===== config.mk =====
export PLATFORM = sky130hd
export DESIGN_NAME = dds_wave_osc
export DESIGN_NICKNAME = d
export VERILOG_FILES = /design/src/rtl/dds_wave_osc.sv
export SDC_FILE = /design/constraint.sdc
export NUM_CORES = 1
export LEC_CHECK = 0
export ABC_AREA = 0
export BUFFER_PORTS_ARGS = -buffer_cell sky130_fd_sc_hd__buf_2
export CAP_MARGIN = 30
export CORE_MARGIN = 2
export CORE_UTILIZATION = 60
export DETAILED_ROUTE_END_ITERATION = 7
export HOLD_SLACK_MARGIN = 0.15
export PLACE_DENSITY = 0.82
export SLEW_MARGIN = 0
export SYNTH_ARGS = -nofsm -noshare
export SYNTH_HDL_FRONTEND = slang
export SYNTH_SLANG_ARGS = --single-unit

===== constraint.sdc =====
create_clock -name clk -period 4.15 [get_ports clk]
set_clock_uncertainty 0.05 [all_clocks]
set_input_delay 0.83 -clock clk [delete_from_list [all_inputs] [get_ports clk]]
set_output_delay 0.83 -clock clk [all_outputs]
set_load 0.01 [all_outputs]

===== src/rtl/dds_wave_osc.sv =====
module dds_wave_osc #(
  parameter int PHASE_W = 24,
  parameter int SAMPLE_W = 16,
  parameter int WIDTH_W = 8,
  parameter logic [22:0] NOISE_SEED = 23'h2B3C5D
) (
  input  logic                clk,
  input  logic                rst_n,
  input  logic                phase_tick,
  input  logic                sample_tick,
  input  logic [PHASE_W-1:0]  freq_word,
  input  logic [2:0]          wave_sel,
  input  logic [WIDTH_W-1:0]  pulse_width,
  output logic [SAMPLE_W-1:0] sample_out
);
  localparam int NOISE_W = 23;
  localparam logic [SAMPLE_W-1:0] POS_FULL = {1'b0, {(SAMPLE_W-1){1'b1}}};
  localparam logic [SAMPLE_W-1:0] NEG_FULL = {1'b1, {(SAMPLE_W-1){1'b0}}};

  logic [PHASE_W-1:0]  phase;
  logic [NOISE_W-1:0]  noise;
  logic [PHASE_W-1:0]  pulse_thr;
  logic [PHASE_W-2:0]  refl;
  logic [SAMPLE_W-1:0] saw_v, sq_v, pulse_v, tri_v, noise_v;
  logic [SAMPLE_W-1:0] osc_v;

  assign saw_v     = {~phase[PHASE_W-1], phase[PHASE_W-2 -: SAMPLE_W-1]};
  assign sq_v      = phase[PHASE_W-1] ? POS_FULL : NEG_FULL;
  assign pulse_thr = {pulse_width, {(PHASE_W-WIDTH_W){1'b0}}};
  assign pulse_v   = (phase < pulse_thr) ? POS_FULL : NEG_FULL;
  assign refl      = phase[PHASE_W-1] ? ~phase[PHASE_W-2:0] : phase[PHASE_W-2:0];
  assign tri_v     = refl[PHASE_W-2 -: SAMPLE_W];
  assign noise_v   = noise[NOISE_W-1 -: SAMPLE_W];

  always_comb begin
    case (wave_sel)
      3'd0:    osc_v = saw_v;
      3'd1:    osc_v = sq_v;
      3'd2:    osc_v = pulse_v;
      3'd3:    osc_v = tri_v;
      3'd4:    osc_v = noise_v;
      default: osc_v = '0;
    endcase
  end

  always_ff @(posedge clk or negedge rst_n) begin
    if (!rst_n) begin
      phase <= '0;
      noise <= NOISE_SEED;
    end else if (phase_tick) begin
      phase <= phase + freq_word;
      noise <= {noise[NOISE_W-2:0], noise[22] ^ noise[17]};
    end
  end

  always_ff @(posedge clk or negedge rst_n) begin
    if (!rst_n) sample_out <= '0;
    else if (sample_tick) sample_out <= osc_v;
  end


  out_hold_chk: assert property (@(posedge clk) disable iff (!rst_n)
    !sample_tick |=> $stable(sample_out));


  square_level_chk: assert property (@(posedge clk) disable iff (!rst_n)
    (sample_tick && wave_sel == 3'd1) |=> (sample_out == POS_FULL || sample_out == NEG_FULL));


  pulse_zero_chk: assert property (@(posedge clk) disable iff (!rst_n)
    (sample_tick && wave_sel == 3'd2 && pulse_width == '0) |=> sample_out == NEG_FULL);


  unused_sel_chk: assert property (@(posedge clk) disable iff (!rst_n)
    (sample_tick && wave_sel >= 3'd5) |=> sample_out == '0);


  noise_alive_chk: assert property (@(posedge clk) disable iff (!rst_n)
    noise != '0);


  phase_idle_chk: assert property (@(posedge clk) disable iff (!rst_n)
    !phase_tick |=> $stable(phase) && $stable(noise));
endmodule


After elaboration in Yosys (flattened, before gate mapping)

Cells that the tools add are included.

Flip-flop bits (word level): 63
Input port bits: 39
Output and inout bits: 16

Reduce and logical (&&, ||, !) cells: 1
$lt $le $gt $ge: 1
Bitwise gates (word level): 3
Mux-type cells: 4
Equal/unequal tests: 4
Add/subtract/negate cells: 1

Operators with widths:

| cell                                                | count |
|---|---|
| one-hot mux 16 bit (5 select lines)                 | 1 |
| two-way mux 16 bit                                  | 2 |
| adder 24 bit                                        | 1 |
| less-than comparator 24 bit                         | 1 |
| two-way mux 23 bit                                  | 1 |
| inverter 23 bit                                     | 1 |
| equality test 3 x 2 -> 1 bit, second input constant | 2 |
| equality test 3 x 1 -> 1 bit, second input constant | 1 |
| equality test 3 bit, second input constant          | 1 |
| zero test 3 bit                                     | 1 |
| inverter 1 bit                                      | 1 |
| XOR 1 bit                                           | 1 |

Logic depth before layout (Yosys ltp)

Depth after elaboration: 3
Gate-level depth with buffers: 8
Gate-level depth less buffers: 8

Worst setup path before layout

No wires, ideal clock.

Path kind: in2reg
From: input port freq_word[0]
To: register phase[22]
Library setup time: 0.126 ns
Slack: 1.279 ns
Path buffers: 0
Cell stages on the path: 8
Arrival: 2.695 ns
Data required time: 3.974 ns
Cell sequence: ha_1 > fa_1 > a21o_1 > a221oi_2 > o21ai_2 > a21oi_2 > o21ai_0 > a221o_1

Longest elaborated chain between the ends: 1

RTL lines:

| what                   | line | source |
|---|---|---|
| start: declaration     | 11   | `input logic [PHASE_W-1:0] freq_word,` |
| adder 24 bit           | 51   | `phase <= phase + freq_word;` |
| end signal: assignment | 51   |  |
| end: declaration       | 20   | `logic [PHASE_W-1:0] phase;` |

Every way passes these cells.
A chain may end at the register's enable or synchronous reset.

Worst setup path after layout

Same ends and word-level chain as after synthesis.

==> metrics.md <==
| Metric | Value |
|---|---|
| Status | completed |
| Relative slew slack | 37.9% |
| First-pass GRT wire length | 18.2 mm |
| Max-slew violation count | 0 |
| Synth top area share | 28.2% |
| Diode count | 0 |
| Critical path arrival | 2.99 ns |
| Post-Syn Area | 4440 µm² |
| Post_cts resized | 0 |
| Max-Cap Viols | 0 |
| Port bufs | 54 |
| Synthesized Nets | 548 |
| Number of synthesized register bits | 63 |
| Root Driver | clkbuf_8 |
| Die area | 8100 µm² |
| Layout area overhead | 12.9% |
| Ys Warns | 0 |
| Io pins | 55 |
| Initial antenna violation count | 0 |
| Fin area | 5010 µm² |
| RSZ-0062 raised after global routing | false |
| Nets | 593 |
| Total CTS buffers | 9 |
| Via count | 3964 |
| CTS H-tree depth | 3 |
| Reg clk slew, reported paths | 0.08 ns |
| R2r startpoint | phase[0] |
| Max Clock Freq | 356 MHz |
| R2R setup slack | 1.55 ns |
| R2r endpoint | phase[22] |
| Crit. Startpoint | freq_word[0] |
| Site Rows | 31 |
| CTS sink cnt | 63 |
| Final min period | 2.81 ns |
| CTS tree | built |
| Seq/Total Area, Yosys | 35.9% |
| Area contributors post-synth | dfrtp_1 28%, mux2_2 8.6%, ha_1 8.5% |
| CP max FO | 5 |
| Slew @ Worst Pin | 0.930 ns |
| First drt pass iteration count | 5 |
| Top FF cell, synth | dfrtp_1 |
| Worst Setup End Kind | flip-flop |
| CP max-delay cell | a221oi_2 |
| Yosys cell types | 55 |
| Number of synthesized flops with an enable pin | 0 |
| All-Layer GR Usage | 27.4% |
| P per Cell Area | 754 nW/µm² |
| Total grt overflow | 0 |
| Clock latency on the worst-skew pair | 0.34 ns |
| Crit path to | phase[22] |
| Vias in the first global route | 3770 |
| Postcts setup bufs | 0 |
| GPL Wtd Cong | 0.947 |
| Synth Instances | 478 |
| Leakage | 2.22 nW |
| Hold buffers post-CTS | 0 |
| Die height | 90.0 µm |
| R2R depth | 8 |
| WL final | 11.0 mm |
| Max rail drop VDD | 0.424 mV |
| Hold WC Path Type | in -> async |
| Ys async rst share | 100% |
| Crit path kind | in -> reg |
| DRC viols | 0 |
| Largest net degree at the start of global routing | 55 |
| Die width | 90.0 µm |
| Vias per inst | 6.32 |
| Layout cell share with drive strength beyond 1 | 24.4% |
| Final Setup Violations | 0 |
| 1st-iter DRT viols | 242 |
| Area leader, netlist | dfrtp_1 |
| Placement Cell Area | 4780 µm² |
| Wire length per cell | 17.5 µm |
| Core Box Area | 7210 µm² |
| Post-DP HPWL | 7.74 mm |
| CP startpoint kind | input pin |
| Antenna viol nets, final | 0 |
| Worst EP required | 4.33 ns |
| Clock Path Buffers | 2 |
| Initial cell density of the core | 61.5% |
| CP peak stage delay | 0.45 ns |
| Final hold violations | 0 |
| CP Cell Sequence | buf_2 -> ha_1 -> fa_1 -> a21o_1 -> a221oi_2 -> o21ai_2 -> a21oi_2 -> o21ai_0 -> a221o_1 |
| Syn_area_per_cell | 9.29 µm² |
| Fin crit share | 67.7% |
| Sum Neg Setup Slack | 0 ns |
## placed cells by master, fill, tap and decap left out, types with 4 or more instances in the layout
cell,n
inv_1,32
nor2_1,21
nand2_1,34
xor2_1,6
nor3_1,6
dfstp_2,13
xnor2_1,25
buf_2,54
dfrtp_1,50
clkbuf_8,9
o21ai_0,20
nand3_1,9
o311ai_0,4
o211ai_1,4
mux2_2,34
a221oi_1,16
a21oi_1,52
o22ai_1,14
a211oi_1,22
a21o_1,11
ha_1,30
## how the worst min path moves through the flow
stage | end | cells after the start
after floorplan | noise[0] | 2
after global placement | noise[0] | 2
after detailed placement | noise[5] | 1
after CTS | sample_out[11] | 1
after global routing | sample_out[10] | 1
final | sample_out[11] | 1
## layout make-up
class	count	area (µm²)
Clock buffer	9	124
Clock inverter	7	72.6
Fill cell	565	2200
Inverter	32	120
Multi-Input combinational cell	357	2630
Sequential cell	63	1590
Tap cell	99	124
Timing Repair Buffer	60	352
## critical path, delay by kind of cell
family	cells	cell delay, ns
buffers and inverters	1	0.10
adders and majority gates	2	0.64
AOI/OAI and AO/OA	6	1.43
## flip-flops by register name, summed over array words and instances (netlist names)
register,cells
phase,24
sample_out,16
noise,23
## metrics by stage
step | setup slack, ns | power (mW) | instances | hold slack [ns] | utilization, %
2_1_floorplan | 1.28 | 2.67 | 478 | 0.415 | -
3_3_place_gp | 1.04 | 3.06 | 607 | 0.429 | 65.8
3_5_place_dp | 0.987 | 3.15 | 609 | 0.443 | 66.2
4_1_cts | 1.35 | 3.71 | 625 | 0.373 | 69.0
5_1_grt | 1.21 | 4.06 | 627 | 0.385 | 69.4
6_report | 1.34 | 3.78 | 627 | 0.365 | 69.4
## Yosys cell counts (all sizes together) (2+ instances only)
| cell type | number |
|---|---|
| a21oi | 53 |
| dfrtp | 50 |
| mux2 | 35 |
| nand2 | 34 |
| inv | 32 |
| ha | 30 |
| xnor2 | 25 |
| a211oi | 22 |
| o21ai | 22 |
| nor2 | 21 |
| clkbuf | 20 |
| a221oi | 17 |
| o22ai | 14 |
| dfstp | 13 |
| a21o | 11 |
| nand3 | 9 |
| buf | 6 |
| nor3 | 6 |
| xor2 | 6 |
| o211ai | 4 |
| o311ai | 4 |
| and3 | 3 |
| nand4 | 3 |
| o2111ai | 3 |
| o21a | 3 |
| a221o | 2 |
| a22oi | 2 |
| and2 | 2 |
| and4 | 2 |
| nor2b | 2 |
| o2111a | 2 |
| o21bai | 2 |
| o31a | 2 |
## routing by layer
metal / track usage [%] / part of all wire [%]
met5: 0 / 0
met4: 11.3 / 2.1
met3: 4.61 / 6.9
met2: 42.4 / 47
met1: 38.5 / 44
## power breakdown
| group | internal, mW | leakage, nW | switching [mW] |
|---|---|---|---|
| clock | 0.278 | 0.0956 | 0.264 |
| sequential | 0.953 | 0.744 | 0.315 |
| combinational | 0.934 | 1.39 | 1.03 |
| total | 2.17 | 2.22 | 1.61 |
## kinds of logic after synthesis
logic type	after synthesis	share of synthesized area, %
compound gates	171	25.8
xor+xnor	31	6.12
fa+ha+maj	31	8.91
buf+inv	58	4.99
flops	63	35.9
mux	36	9.19
simple gates	88	9.08
Power figures use the tool's default switching activity.
